[src/rtl/fc_pkg.sv]
package fc_pkg;

    localparam int PAUSE_W = 16;
    localparam logic [PAUSE_W-1:0] PAUSE_ON  = '1;
    localparam logic [PAUSE_W-1:0] PAUSE_OFF = '0;

    // Space bands relative to the threshold
    typedef enum logic [1:0] {
        LVL_SHORT = 2'd0,   // below threshold
        LVL_MID   = 2'd1,   // hysteresis band
        LVL_ROOM  = 2'd2    // at least one frame of margin above threshold
    } level_e;

    typedef struct packed {
        logic               valid;
        logic [PAUSE_W-1:0] quanta;
    } pause_cmd_t;

    typedef struct packed {
        logic paused;
        logic jamming;
    } port_state_t;

    function automatic level_e classify(input int unsigned free_n,
                                        input int unsigned thr,
                                        input int unsigned room);
        if (free_n < thr)
            return LVL_SHORT;
        else if (free_n >= thr + room)
            return LVL_ROOM;
        else
            return LVL_MID;
    endfunction

endpackage

[src/rtl/fc_level_cmp.sv]
module fc_level_cmp
    import fc_pkg::*;
#(
    parameter int unsigned PG_W       = 11,
    parameter int unsigned ROOM_PAGES = 12
) (
    input  logic [PG_W-1:0] free_pages,
    input  logic [PG_W-1:0] threshold,
    output level_e          level
);

    always_comb begin
        level = classify(32'(free_pages), 32'(threshold), ROOM_PAGES);
    end

endmodule

[src/rtl/fc_port_ctrl.sv]
module fc_port_ctrl
    import fc_pkg::*;
(
    input  logic               clk,
    input  logic               rst,
    input  level_e             level,
    input  logic               full_dup,
    input  logic               crs,
    input  logic               ack,
    output logic               req,
    output logic [PAUSE_W-1:0] quanta,
    output logic               jam
);

    pause_cmd_t  cmd;
    port_state_t st;

    always_ff @(posedge clk) begin
        if (rst) begin
            cmd <= '0;
            st  <= '0;
        end else begin
            if (!full_dup) begin
                cmd       <= '0;
                st.paused <= 1'b0;
            end else if (cmd.valid) begin
                if (ack)
                    cmd <= '0;
            end else if (!st.paused && level == LVL_SHORT) begin
                cmd       <= '{valid: 1'b1, quanta: PAUSE_ON};
                st.paused <= 1'b1;
            end else if (st.paused && level == LVL_ROOM) begin
                cmd       <= '{valid: 1'b1, quanta: PAUSE_OFF};
                st.paused <= 1'b0;
            end

            st.jamming <= !full_dup && crs &&
                          (st.jamming ? (level != LVL_ROOM) : (level == LVL_SHORT));
        end
    end

    assign req    = cmd.valid;
    assign quanta = cmd.quanta;
    assign jam    = st.jamming;

    p_idle_zero_r1: assert property (@(posedge clk) disable iff (rst)
        !req |-> quanta == PAUSE_OFF);

    p_on_when_short_r2: assert property (@(posedge clk) disable iff (rst)
        ($rose(req) && quanta == PAUSE_ON) |-> $past(level == LVL_SHORT));

    p_hold_r3: assert property (@(posedge clk) disable iff (rst)
        (req && !ack && full_dup) |=> (req && $stable(quanta)));

    p_ack_drop_r3: assert property (@(posedge clk) disable iff (rst)
        (req && ack) |=> !req);

    p_off_when_room_r5: assert property (@(posedge clk) disable iff (rst)
        ($rose(req) && quanta == PAUSE_OFF) |-> $past(level == LVL_ROOM));

    p_jam_start_r6: assert property (@(posedge clk) disable iff (rst)
        (!full_dup && crs && level == LVL_SHORT) |=> jam);

    p_no_jam_r6: assert property (@(posedge clk) disable iff (rst)
        (full_dup || !crs) |=> !jam);

    p_jam_keep_r7: assert property (@(posedge clk) disable iff (rst)
        (jam && !full_dup && crs && level != LVL_ROOM) |=> jam);

    p_half_quiet_r8: assert property (@(posedge clk) disable iff (rst)
        !full_dup |=> !req);

endmodule

[src/rtl/buf_flow_ctrl.sv]
module buf_flow_ctrl
    import fc_pkg::*;
#(
    parameter int unsigned NUM_PORTS   = 5,
    parameter int unsigned TOTAL_PAGES = 1024,
    parameter int unsigned ROOM_PAGES  = 12,
    localparam int unsigned PG_W       = $clog2(TOTAL_PAGES + 1)
) (
    input  logic                           clk,
    input  logic                           rst,
    input  logic [PG_W-1:0]                free_pages,
    input  logic [PG_W-1:0]                threshold,
    input  logic [NUM_PORTS-1:0]           full_duplex,
    input  logic [NUM_PORTS-1:0]           carrier,
    input  logic [NUM_PORTS-1:0]           pause_ack,
    output logic [NUM_PORTS-1:0]           pause_req,
    output logic [NUM_PORTS*PAUSE_W-1:0]   pause_time,
    output logic [NUM_PORTS-1:0]           jam_en
);

    level_e level;

    fc_level_cmp #(
        .PG_W       (PG_W),
        .ROOM_PAGES (ROOM_PAGES)
    ) u_level (
        .free_pages (free_pages),
        .threshold  (threshold),
        .level      (level)
    );

    for (genvar p = 0; p < NUM_PORTS; p++) begin : g_port
        fc_port_ctrl u_port (
            .clk      (clk),
            .rst      (rst),
            .level    (level),
            .full_dup (full_duplex[p]),
            .crs      (carrier[p]),
            .ack      (pause_ack[p]),
            .req      (pause_req[p]),
            .quanta   (pause_time[p*PAUSE_W +: PAUSE_W]),
            .jam      (jam_en[p])
        );
    end

endmodule

[config.mk]
export PLATFORM = sky130hd
export DESIGN_NAME = buf_flow_ctrl
export DESIGN_NICKNAME = d
export VERILOG_FILES = /design/src/rtl/fc_pkg.sv /design/src/rtl/fc_level_cmp.sv /design/src/rtl/fc_port_ctrl.sv /design/src/rtl/buf_flow_ctrl.sv
export SDC_FILE = /design/constraint.sdc
export NUM_CORES = 1
export LEC_CHECK = 0
export BUFFER_PORTS_ARGS = -buffer_cell sky130_fd_sc_hd__buf_2
export CAP_MARGIN = 25
export CELL_PAD_IN_SITES_DETAIL_PLACEMENT = 0
export CELL_PAD_IN_SITES_GLOBAL_PLACEMENT = 1
export CORE_ASPECT_RATIO = 0.9
export CORE_UTILIZATION = 33
export CTS_CLUSTER_SIZE = 30
export DETAILED_ROUTE_END_ITERATION = 8
export PLACE_DENSITY = 0.94
export SLEW_MARGIN = 20
export SYNTH_ARGS = -nofsm -noshare
export SYNTH_HDL_FRONTEND = slang
export SYNTH_SLANG_ARGS = --single-unit
export TNS_END_PERCENT = 5
[constraint.sdc]
create_clock -name clk -period 5.4 [get_ports clk]
set_input_delay 1.08 -clock clk [delete_from_list [all_inputs] [get_ports clk]]
set_output_delay 1.08 -clock clk [all_outputs]
set_load 0.005 [all_outputs]
==> impl_metrics.ini <==
[route]
dr_total_vias = 1950
via_per_inst = 4.59
wl_per_cell_um = 10.5
drt_iter0_drc = 73
totalWireLength_mm = 4.45
drc = 0
firstDrtPassIters = 4
ant_nets = 0

[timing]
finalWorstSetupSlack_ns = 1.67
min_period_ns = 3.73
grt_setup_unrepaired = false
hold_violations = 0
worstMarginPinSlew_ns = 0.849
setup_viol = 0
finClkSkew_ns = 0.00346
drv_slew = 0
finalSetupTns_ns = 0
fmax_mhz = 268
finalCritPeriodShare_pct = 69.1
maxSlewHeadroom_pct = 43.4

[power]
p_leak_nw = 1.31
ir_worst_vdd_uv = 88.6
clockPowerShare_pct = 28.9
p_switching_uw = 168
share_comb_of_total_power_pct = 36.8
p_seq_share_pct = 34.3
intPower_uw = 349
powerDensity_mw_per_mm2 = 212
swShare_pct = 32.5

[synthesis]
synth_top_area_share_pct = 27.9
synth_area_per_cell_um2 = 7.77
synth_warnings = 0
synth_seq_cells = 20
netlist-cell-type-count = 36
synth_area_leaders = buf_4 28%, dfxtp_1 18%, ha_1 12%, nor2_1 4.6%, a21oi_1 3.7%
syn_nets = 354
yosysSeqAreaShare_pct = 17.5
yosysTopAreaCell = buf_4
syn_area_mm2 = 0.00228
syn_inst = 294

[finish]
antenna_cells = 0
mostFrequentLayoutCells = 128 x buf_2, 28 x nor2_1, 21 x ha_1
num-nets-final = 396
post-route-util_pct = 36.8
final_common_cell = buf_2
layout-drive-gt1-share_pct = 43.3
areaGrowthSynthToFinish_pct = 6.79
post-route-cell-area_mm2 = 0.00244

[clocking]
postCtsSetupBuffers = 0
clk_pin_slew_ns = 0.08
clkSinkCount = 20
clock_latency_ns = 0.26
cts_tree = yes
htree_levels = 1
hold_buffers = 0
ctsResizeCount = 0
root_buffer = clkbuf_8
cts_buffer_depth = 2
cts_made_buffers = 3

[place]
placed_cell_area_mm2 = 0.00237
place_ws_ns = 1.39
io_buffers = 128
routabilityCongestion = 0.773
hpwl_mm = 3.62

[critical_path]
rr_endpoint = g_port[2].u_port.quanta[14]
startpoint = threshold[2]
crit_fanout = 16
reg2reg_depth = 4
r2r_setup_slack_ns = 4.22
critical_path_class = in -> reg
required_ns = 5.57
crit_path_end_kind = flip-flop
crit_arrival_ns = 3.90
cp-endpoint = g_port[0].u_port.quanta[14]
start_kind = input port
r2r-start = g_port[2].u_port.quanta[14]

[floorplan]
num_rows = 28
fp.dieW_um = 89.7
die_y_um = 80.9
start_util_pct = 34.5
coreArea_mm2 = 0.00662
pin_count = 129
die-area_mm2 = 0.00726

[global_route]
grt_max_degree = 23
track_usage_pct = 11.8
grt.overflow.total = 0
grt_pass1_vias = 1595
antenna_found_initial = 0
grt_pass1_wl_mm = 7.13

[run]
drv_cap = 0

[hold_path]
min_path_type = reg -> reg
holdPathStages = 1

[outcome]
status = finished, final reports clean
[metal layers]
metal / up-vias / track usage [%] / share of wire (%)
met5: - / 0 / 0
met2: 94 / 21.8 / 46
met1: 842 / 14.1 / 45
met4: 0 / 2.46 / 0.52
met3: 2 / 2.53 / 7.7
li1: 1012 / - / -
[cell families after synthesis]
logic type | after synthesis | share of synthesized area (%)
buf+inv | 109 | 32.4
fa+ha+maj | 21 | 11.5
xor+xnor | 7 | 2.68
compound gates | 67 | 22.0
flops | 20 | 17.5
simple gates | 70 | 13.9
[sequential cells by signal (all words and copies together), names as in the netlist]
register and flops:
g_port.u_port.jam 5, g_port.u_port.quanta 5, g_port.u_port.req 5, g_port.u_port.st 5
[power by group through the flow]
stage | Combinational, mW | Clock [mW] | Sequential (mW)
2_1_floorplan | 0.179 | 0 | 0.180
6_report | 0.190 | 0.150 | 0.177
4_1_cts | 0.192 | 0.153 | 0.178
3_5_place_dp | 0.191 | 0 | 0.181
5_1_grt | 0.213 | 0.162 | 0.181
3_3_place_gp | 0.188 | 0 | 0.180
[stage by stage]
step,power (mW),hold slack (ns),std cells
3_3_place_gp,0.368,0.457,421
6_report,0.517,0.474,425
5_1_grt,0.557,0.504,425
2_1_floorplan,0.358,0.447,294
4_1_cts,0.523,0.476,425
3_5_place_dp,0.372,0.470,421
[area by class of cell]
class | count | area [um2]
multi-input combinational | 165 | 1140
inverter | 17 | 63.8
fill | 689 | 4180
timing repair buffer | 129 | 648
sequential | 20 | 400
tap | 90 | 113
clock buffer | 3 | 41.3
clock inverter | 1 | 30.0
[worst max-delay path: stages]
cell and delay (ns):
buf_2 0.11, inv_1 0.06, ha_1 0.21, nor3_1 0.32, nand3_1 0.15, xnor2_1 0.15, ha_1 0.31, a211oi_1 0.27
nand2_1 0.13, a211oi_4 0.58, a211oi_2 0.20, a221oi_1 0.32
[how the worst min path moves through the flow]
stage | from | end | slack [ns]
CTS | g_port[4].u_port.st[1] | g_port[4].u_port.quanta[14] | 0.48
detailed placement | g_port[4].u_port.st[1] | g_port[4].u_port.quanta[14] | 0.47
floorplan | g_port[2].u_port.st[1] | g_port[2].u_port.quanta[14] | 0.45
global route | g_port[0].u_port.jam | g_port[0].u_port.jam | 0.50
finish | g_port[4].u_port.st[1] | g_port[4].u_port.quanta[14] | 0.47
global placement | g_port[4].u_port.st[1] | g_port[4].u_port.quanta[14] | 0.46
[cell usage after synthesis]
cell       count
buf_4         85
nor2_1        28
ha_1          21
dfxtp_1       20
nand2_1       20
a21oi_1       17
inv_1         17
nand2b_1       6
nand3b_1       6
xnor2_1        6
a2111oi_0      5
a31o_2         5
a31oi_1        5
o21a_1         5
o21ai_1        5
o31ai_1        5
a221oi_1       4
buf_2          4
o21ai_0        4
a211oi_1       3
nand3_1        3
nor3_1         3
a211oi_2       2
clkbuf_1       2
nand4_1        2
a211oi_4       1
a21oi_2        1
a221oi_2       1
and3_1         1
buf_6          1
nor2b_1        1
o2111ai_1      1
o221ai_1       1
o22ai_2        1
o31ai_4        1
xor2_1         1
(Power assumes the default switching activity.)
